$ cat src/rtl/gpio_mux_pkg.sv
package gpio_mux_pkg;
  typedef enum logic [1:0] {
    REG_PIN  = 2'd0,
    REG_OUT  = 2'd1,
    REG_DIR  = 2'd2,
    REG_FSEL = 2'd3
  } reg_sel_e;

  localparam int STRAP_N = 3;
endpackage

$ cat src/rtl/gpio_sync2.sv
module gpio_sync2 #(
  parameter int N = 8
) (
  input  logic         clk,
  input  logic         rst_n,
  input  logic [N-1:0] d,
  output logic [N-1:0] q
);
  logic [N-1:0] stage1;

  always_ff @(posedge clk) begin
    if (!rst_n) begin
      stage1 <= '0;
      q      <= '0;
    end else begin
      stage1 <= d;
      q      <= stage1;
    end
  end
endmodule

$ cat src/rtl/gpio_port.sv
module gpio_port #(
  parameter int          W         = 8,
  parameter logic [W-1:0] RST_FSEL = '0,
  parameter bit          USE_STRAP = 1'b0,
  parameter bit          ZERO_SEC  = 1'b0
) (
  input  logic         clk,
  input  logic         ext_rst_n,
  input  logic         strap_bit,
  input  logic         wr_out,
  input  logic         wr_dir,
  input  logic         wr_fsel,
  input  logic [W-1:0] wdata,
  input  logic [W-1:0] pin_sync,
  input  logic [W-1:0] per_out,
  input  logic [W-1:0] per_oe,
  output logic [W-1:0] po_q,
  output logic [W-1:0] dir_q,
  output logic [W-1:0] fsel_q,
  output logic [W-1:0] pin_out,
  output logic [W-1:0] pin_oe,
  output logic [W-1:0] rd_pin
);
  logic [W-1:0] in_mask;

  always_ff @(posedge clk) begin
    if (!ext_rst_n) begin
      po_q   <= '0;
      dir_q  <= '0;
      fsel_q <= USE_STRAP ? {W{strap_bit}} : RST_FSEL;
    end else begin
      if (wr_out)  po_q   <= wdata;
      if (wr_dir)  dir_q  <= wdata;
      if (wr_fsel) fsel_q <= wdata;
    end
  end

  assign pin_out = (fsel_q & per_out) | (~fsel_q & po_q);
  assign pin_oe  = (fsel_q & per_oe)  | (~fsel_q & dir_q);

  generate
    if (ZERO_SEC) begin : g_zero
      assign in_mask = ~fsel_q;
    end else begin : g_pass
      assign in_mask = '1;
    end
  endgenerate

  assign rd_pin = (pin_oe & pin_out) | (~pin_oe & pin_sync & in_mask);
endmodule

$ cat src/rtl/gpio_regbus.sv
module gpio_regbus
  import gpio_mux_pkg::*;
#(
  parameter int NP = 9,
  parameter int W  = 8,
  parameter int PW = 4,
  parameter int AW = PW + 2
) (
  input  logic            clk,
  input  logic            rst_n,
  input  logic            req_valid,
  input  logic            req_write,
  input  logic [AW-1:0]   req_addr,
  output logic            req_ready,
  output logic            rsp_valid,
  input  logic            rsp_ready,
  output logic [W-1:0]    rsp_rdata,
  input  logic [NP*W-1:0] rd_pin,
  input  logic [NP*W-1:0] rd_out,
  input  logic [NP*W-1:0] rd_dir,
  input  logic [NP*W-1:0] rd_fsel,
  output logic [NP-1:0]   wr_out,
  output logic [NP-1:0]   wr_dir,
  output logic [NP-1:0]   wr_fsel
);
  reg_sel_e      sel;
  logic [PW-1:0] idx;
  logic          take;
  logic [W-1:0]  rd_word;

  assign sel       = reg_sel_e'(req_addr[AW-1 -: 2]);
  assign idx       = req_addr[PW-1:0];
  assign req_ready = rst_n && !rsp_valid;
  assign take      = req_valid && req_ready;

  for (genvar p = 0; p < NP; p++) begin : g_dec
    assign wr_out[p]  = take && req_write && (sel == REG_OUT)  && (idx == PW'(p));
    assign wr_dir[p]  = take && req_write && (sel == REG_DIR)  && (idx == PW'(p));
    assign wr_fsel[p] = take && req_write && (sel == REG_FSEL) && (idx == PW'(p));
  end

  always_comb begin
    rd_word = '0;
    for (int p = 0; p < NP; p++) begin
      if (idx == PW'(p)) begin
        case (sel)
          REG_PIN:  rd_word = rd_pin[p*W +: W];
          REG_OUT:  rd_word = rd_out[p*W +: W];
          REG_DIR:  rd_word = rd_dir[p*W +: W];
          default:  rd_word = rd_fsel[p*W +: W];
        endcase
      end
    end
  end

  always_ff @(posedge clk) begin
    if (!rst_n) begin
      rsp_valid <= 1'b0;
      rsp_rdata <= '0;
    end else if (take && !req_write) begin
      rsp_valid <= 1'b1;
      rsp_rdata <= rd_word;
    end else if (rsp_ready) begin
      rsp_valid <= 1'b0;
    end
  end
endmodule

$ cat src/rtl/gpio_mux_top.sv
module gpio_mux_top
  import gpio_mux_pkg::*;
#(
  parameter int NUM_PORTS = 9,
  parameter int PORT_W    = 8,
  parameter int STRAP_A   = 0,
  parameter int STRAP_B   = 1,
  parameter int STRAP_C   = NUM_PORTS - 1,
  parameter int MIX_PORT  = 2,
  parameter int ZERO_RD_N = 3,
  parameter int PIDX_W    = $clog2(NUM_PORTS),
  parameter int ADDR_W    = PIDX_W + 2,
  parameter int BUS_W     = NUM_PORTS * PORT_W
) (
  input  logic               clk,
  input  logic               ext_rst_n,
  input  logic               wdt_rst_n,
  input  logic [STRAP_N-1:0] strap,
  input  logic               req_valid,
  output logic               req_ready,
  input  logic               req_write,
  input  logic [ADDR_W-1:0]  req_addr,
  input  logic [PORT_W-1:0]  req_wdata,
  output logic               rsp_valid,
  input  logic               rsp_ready,
  output logic [PORT_W-1:0]  rsp_rdata,
  input  logic [BUS_W-1:0]   pin_in,
  output logic [BUS_W-1:0]   pin_out,
  output logic [BUS_W-1:0]   pin_oe,
  input  logic [BUS_W-1:0]   per_out,
  input  logic [BUS_W-1:0]   per_oe,
  output logic [BUS_W-1:0]   per_in
);
  logic                 soft_rst_n;
  logic [BUS_W-1:0]     pin_sync;
  logic [BUS_W-1:0]     rd_pin_flat;
  logic [BUS_W-1:0]     po_flat;
  logic [BUS_W-1:0]     dir_flat;
  logic [BUS_W-1:0]     fsel_flat;
  logic [NUM_PORTS-1:0] wr_out;
  logic [NUM_PORTS-1:0] wr_dir;
  logic [NUM_PORTS-1:0] wr_fsel;

  assign soft_rst_n = ext_rst_n && wdt_rst_n;
  assign per_in     = pin_sync;

  gpio_sync2 #(.N(BUS_W)) u_sync (
    .clk   (clk),
    .rst_n (soft_rst_n),
    .d     (pin_in),
    .q     (pin_sync)
  );

  gpio_regbus #(.NP(NUM_PORTS), .W(PORT_W), .PW(PIDX_W), .AW(ADDR_W)) u_bus (
    .clk       (clk),
    .rst_n     (soft_rst_n),
    .req_valid (req_valid),
    .req_write (req_write),
    .req_addr  (req_addr),
    .req_ready (req_ready),
    .rsp_valid (rsp_valid),
    .rsp_ready (rsp_ready),
    .rsp_rdata (rsp_rdata),
    .rd_pin    (rd_pin_flat),
    .rd_out    (po_flat),
    .rd_dir    (dir_flat),
    .rd_fsel   (fsel_flat),
    .wr_out    (wr_out),
    .wr_dir    (wr_dir),
    .wr_fsel   (wr_fsel)
  );

  for (genvar p = 0; p < NUM_PORTS; p++) begin : g_port
    localparam bit HAS_STRAP = (p == STRAP_A) || (p == STRAP_B) || (p == STRAP_C);
    localparam int SIDX      = (p == STRAP_A) ? 0 : ((p == STRAP_B) ? 1 : 2);
    localparam logic [PORT_W-1:0] RST_FSEL =
      (p == MIX_PORT) ? {1'b0, {(PORT_W-1){1'b1}}} : '0;
    localparam bit ZERO_SEC  = (p < ZERO_RD_N);

    logic strap_bit;
    if (HAS_STRAP) begin : g_strap
      assign strap_bit = strap[SIDX];
    end else begin : g_nostrap
      assign strap_bit = 1'b0;
    end

    gpio_port #(
      .W         (PORT_W),
      .RST_FSEL  (RST_FSEL),
      .USE_STRAP (HAS_STRAP),
      .ZERO_SEC  (ZERO_SEC)
    ) u_port (
      .clk       (clk),
      .ext_rst_n (ext_rst_n),
      .strap_bit (strap_bit),
      .wr_out    (wr_out[p]),
      .wr_dir    (wr_dir[p]),
      .wr_fsel   (wr_fsel[p]),
      .wdata     (req_wdata),
      .pin_sync  (pin_sync[p*PORT_W +: PORT_W]),
      .per_out   (per_out[p*PORT_W +: PORT_W]),
      .per_oe    (per_oe[p*PORT_W +: PORT_W]),
      .po_q      (po_flat[p*PORT_W +: PORT_W]),
      .dir_q     (dir_flat[p*PORT_W +: PORT_W]),
      .fsel_q    (fsel_flat[p*PORT_W +: PORT_W]),
      .pin_out   (pin_out[p*PORT_W +: PORT_W]),
      .pin_oe    (pin_oe[p*PORT_W +: PORT_W]),
      .rd_pin    (rd_pin_flat[p*PORT_W +: PORT_W])
    );
  end
endmodule

$ cat config.mk
export PLATFORM = sky130hd
export DESIGN_NAME = gpio_mux_top
export DESIGN_NICKNAME = d
export VERILOG_FILES = /design/src/rtl/gpio_mux_pkg.sv /design/src/rtl/gpio_sync2.sv /design/src/rtl/gpio_port.sv /design/src/rtl/gpio_regbus.sv /design/src/rtl/gpio_mux_top.sv
export SDC_FILE = /design/constraint.sdc
export NUM_CORES = 1
export LEC_CHECK = 0
export ABC_AREA = 1
export BUFFER_PORTS_ARGS = -buffer_cell sky130_fd_sc_hd__buf_2
export CAP_MARGIN = 30
export CORE_ASPECT_RATIO = 2
export CORE_MARGIN = 1.5
export CORE_UTILIZATION = 26
export CTS_CLUSTER_SIZE = 30
export DETAILED_ROUTE_END_ITERATION = 8
export SLEW_MARGIN = 25
export SYNTH_ARGS = -nofsm -noshare
export SYNTH_HDL_FRONTEND = slang
export SYNTH_SLANG_ARGS = --single-unit
$ cat constraint.sdc
create_clock -name clk -period 2.5 [get_ports clk]
set_input_delay 0.25 -clock clk [delete_from_list [all_inputs] [get_ports clk]]
set_output_delay 0.25 -clock clk [all_outputs]
set_load 0.01 [all_outputs]
==> flow_summary.yaml <==
synth:
  ys_types: 34
  synth_area_leaders: "dfxtp_1 40%, nand2_1 13%, o21ai_0 10%"
  synth_most_common_cell: "nand2_1"
  synth.cells.most_frequent: "608 x nand2_1, 455 x nor2_1, 368 x inv_1"
  netlist.area_leader.share: 0.399
  yosysWarnings: 0
  ys_ff_latch: 369
  synthCells: 2606
  yosys.area.top_type: "dfxtp_1"
  avgSynthCellArea_um2: 6.64
  synth_area_um2: 17300
  ys.flop_type: "dfxtp_1"
  synth_edf_count: 24
  seq_area_frac_synth: 0.441
  synthArstFlopShare: 0
  syn_nets: 2845
place:
  gp_congestion: 0.890
  dp_slack_ps: 9.59
  port_buffers: 464
  hpwl_um: 61200
setup_path:
  rr_startpoint: "g_port[0].u_port.fsel_q[2]$_DFFE_PP_"
  critPathLaunchType: "flip-flop"
  startpoint: "g_port[0].u_port.fsel_q[2]$_DFFE_PP_"
  cp.required_ps: 2990
  timing.critical_path.to_type: "flip-flop"
  crit_fanout: 4
  arrival_ps: 2590
  criticalPathCategory: "reg -> reg"
timing:
  slew_viol_final: 0
  skew_ps: 21.9
  period_share: 0.837
  period_minus_slack_ps: 2090
  maxSlewHeadroom: 0.428
  worst_pin_slew_ps: 858
  rsz0062_at_grt: "false"
  hold_viol: 0
  setup_viol: 0
  setup_slack_ps: 408
  tns_ps: 0
  fmax_ghz: 0.478
clocking:
  cts.htree.levels: 2
  post-cts-setup-buffer-count: 0
  cts_sinks: 369
  cts_buffers: 39
  cts_tree: "built"
  cts_root_buffer: "clkbuf_16"
  clk_pin_slew_worst_paths_ps: 70
  cts_resized: 0
  clk-insertion-delay-late_ps: 600
  cts_max_path_buffers: 3
die:
  initial_core_util: 0.263
  die_x_um: 185
  io_pins: 465
  rows: 133
  die-area_um2: 68200
  core_area_um2: 65700
  dieHeight_um: 368
global_route:
  grt-ovfl-total: 0
  first_global_vias: 18000
  grtUsageTotal: 0.230
  antenna_found_initial: 17
  grt_max_degree: 205
  grt_pass1_wl_um: 114000
cells_and_area:
  drive_above_1_share: 0.213
  area_delta_synth_final_pct: 32.8
  final_nets: 3389
  fill_cells: 7112
route:
  first_pass_iters: 7
  ant_nets: 0
  routed_via_density: 4.60
  vias: 18700
  wire_per_inst_um: 19.7
  drc: 0
  routed_wl_um: 79900
  first_iter_violations: 1401
flow_run:
  maxCapViolations: 0
power_and_ir_drop:
  irDropWorstVdd_uv: 511
  p_leak_nw: 11.4
  power_density_nw_per_um2: 599
run_status:
  status: "complete, no violations"
hold_path:
  hp-class: "in -> reg"
  hold_start: "req_wdata[3]"
## routing by layer
layer,global-route usage,share of wire,vias up
met1,0.257,0.39,8492
met5,0,0.0022,-
met4,0.110,0.048,26
li1,-,-,9234
met2,0.405,0.49,737
met3,0.0525,0.069,172
## per-stage QoR
| step | hold WS, ps | utilization | cell area, um^2 | instances | total power [mW] |
|---|---|---|---|---|---|
| after floorplan | 362 | - | 17300 | 2606 | 6.85 |
| after global placement | 394 | 0.317 | 20800 | 3908 | 7.53 |
| after detailed placement | 398 | 0.317 | 20800 | 3908 | 7.54 |
| after CTS | 51.1 | 0.349 | 23000 | 4056 | 13.9 |
| after global routing | 95.4 | 0.349 | 23000 | 4060 | 14.3 |
| final | 88.6 | 0.349 | 23000 | 4060 | 13.7 |
## area by class of cell
type / instances / area (um^2) / share of cell area
Multi-Input combinational cell: 1733 / 7710 / 0.336
Clock inverter: 25 / 275 / 0.0120
Antenna cell: 4 / 10.0 / 0.000436
Timing Repair Buffer: 608 / 3690 / 0.161
Clock buffer: 45 / 1060 / 0.0461
Inverter: 399 / 1500 / 0.0654
Tap cell: 877 / 1100 / 0.0478
Sequential cell: 369 / 7630 / 0.332
## cells in the final DEF (no fill, tap or decap), types with 2 or more instances in the layout
master,count
nand2_1,608
nor3_4,4
o2111ai_1,9
edfxtp_1,24
nor2_4,13
inv_6,3
clkinv_4,4
nand3_1,37
buf_4,60
inv_4,2
nand3b_1,11
o221ai_1,4
o31ai_1,5
or2_2,17
inv_2,28
o21ai_1,11
o211ai_1,23
buf_2,463
clkinvlp_4,5
o21ai_0,344
nor2_2,10
bufinv_16,4
clkinv_2,8
dlygate4sd3_1,78
inv_1,368
nand2_2,2
nor2_1,455
buf_12,7
clkbuf_8,4
diode_2,4
nand4_1,8
a21oi_1,164
o22ai_1,2
clkbuf_16,40
dfxtp_1,345
## worst max-delay path: stages, from the launching register on
cell and delay [ps]:
edfxtp_1 390, inv_1 110, nand2_1 70, nand2_1 70
nand2_1 80, nand2_1 60, nand2_1 50, nand2_1 50
nand2_1 110, nand2_1 170, nor2_1 270, nand4_1 180
nand2_1 180, nand3_1 90, nand2_1 70, inv_1 40
## kinds of logic after synthesis
| logic type | count (synthesis) | share of synthesized area |
|---|---|---|
| compound gates | 564 | 0.170 |
| simple gates | 1169 | 0.274 |
| flops | 369 | 0.441 |
| buf+inv | 504 | 0.115 |
## final timing paths
path,endpoint,slack (ps),cells after the start
setup reg to reg,u_bus.rsp_rdata[2]$_SDFFE_PN0P_,410,15
setup / recovery,u_bus.rsp_rdata[2]$_SDFFE_PN0P_,410,15
hold / removal,g_port[5].u_port.po_q[3]$_SDFFE_PN0P_,90,3
hold reg to reg,u_sync.q[34]$_SDFF_PN0_,410,2
## report_power, final
group	switching [mW]	internal, mW	leakage [nW]
clock network	2.75	3.50	0.648
logic	0.856	0.508	7.67
registers	0.0813	6.06	3.03
## flip-flops by register name, summed over array words and instances, names as in the netlist
name	count
u_sync.stage1	72
u_bus.rsp_valid	1
u_sync.q	72
g_port.u_port.fsel_q	72
u_bus.rsp_rdata	8
g_port.u_port.po_q	72
g_port.u_port.dir_q	72
## what timing repair did
| item | CTS | global route |
|---|---|---|
| hold buffers | 78 | 0 |
| setup endpoints to repair | 0 | 0 |
| endpoints found under the hold margin | 75 | 0 |
Note: power is estimated with default switching activity, not from simulation.
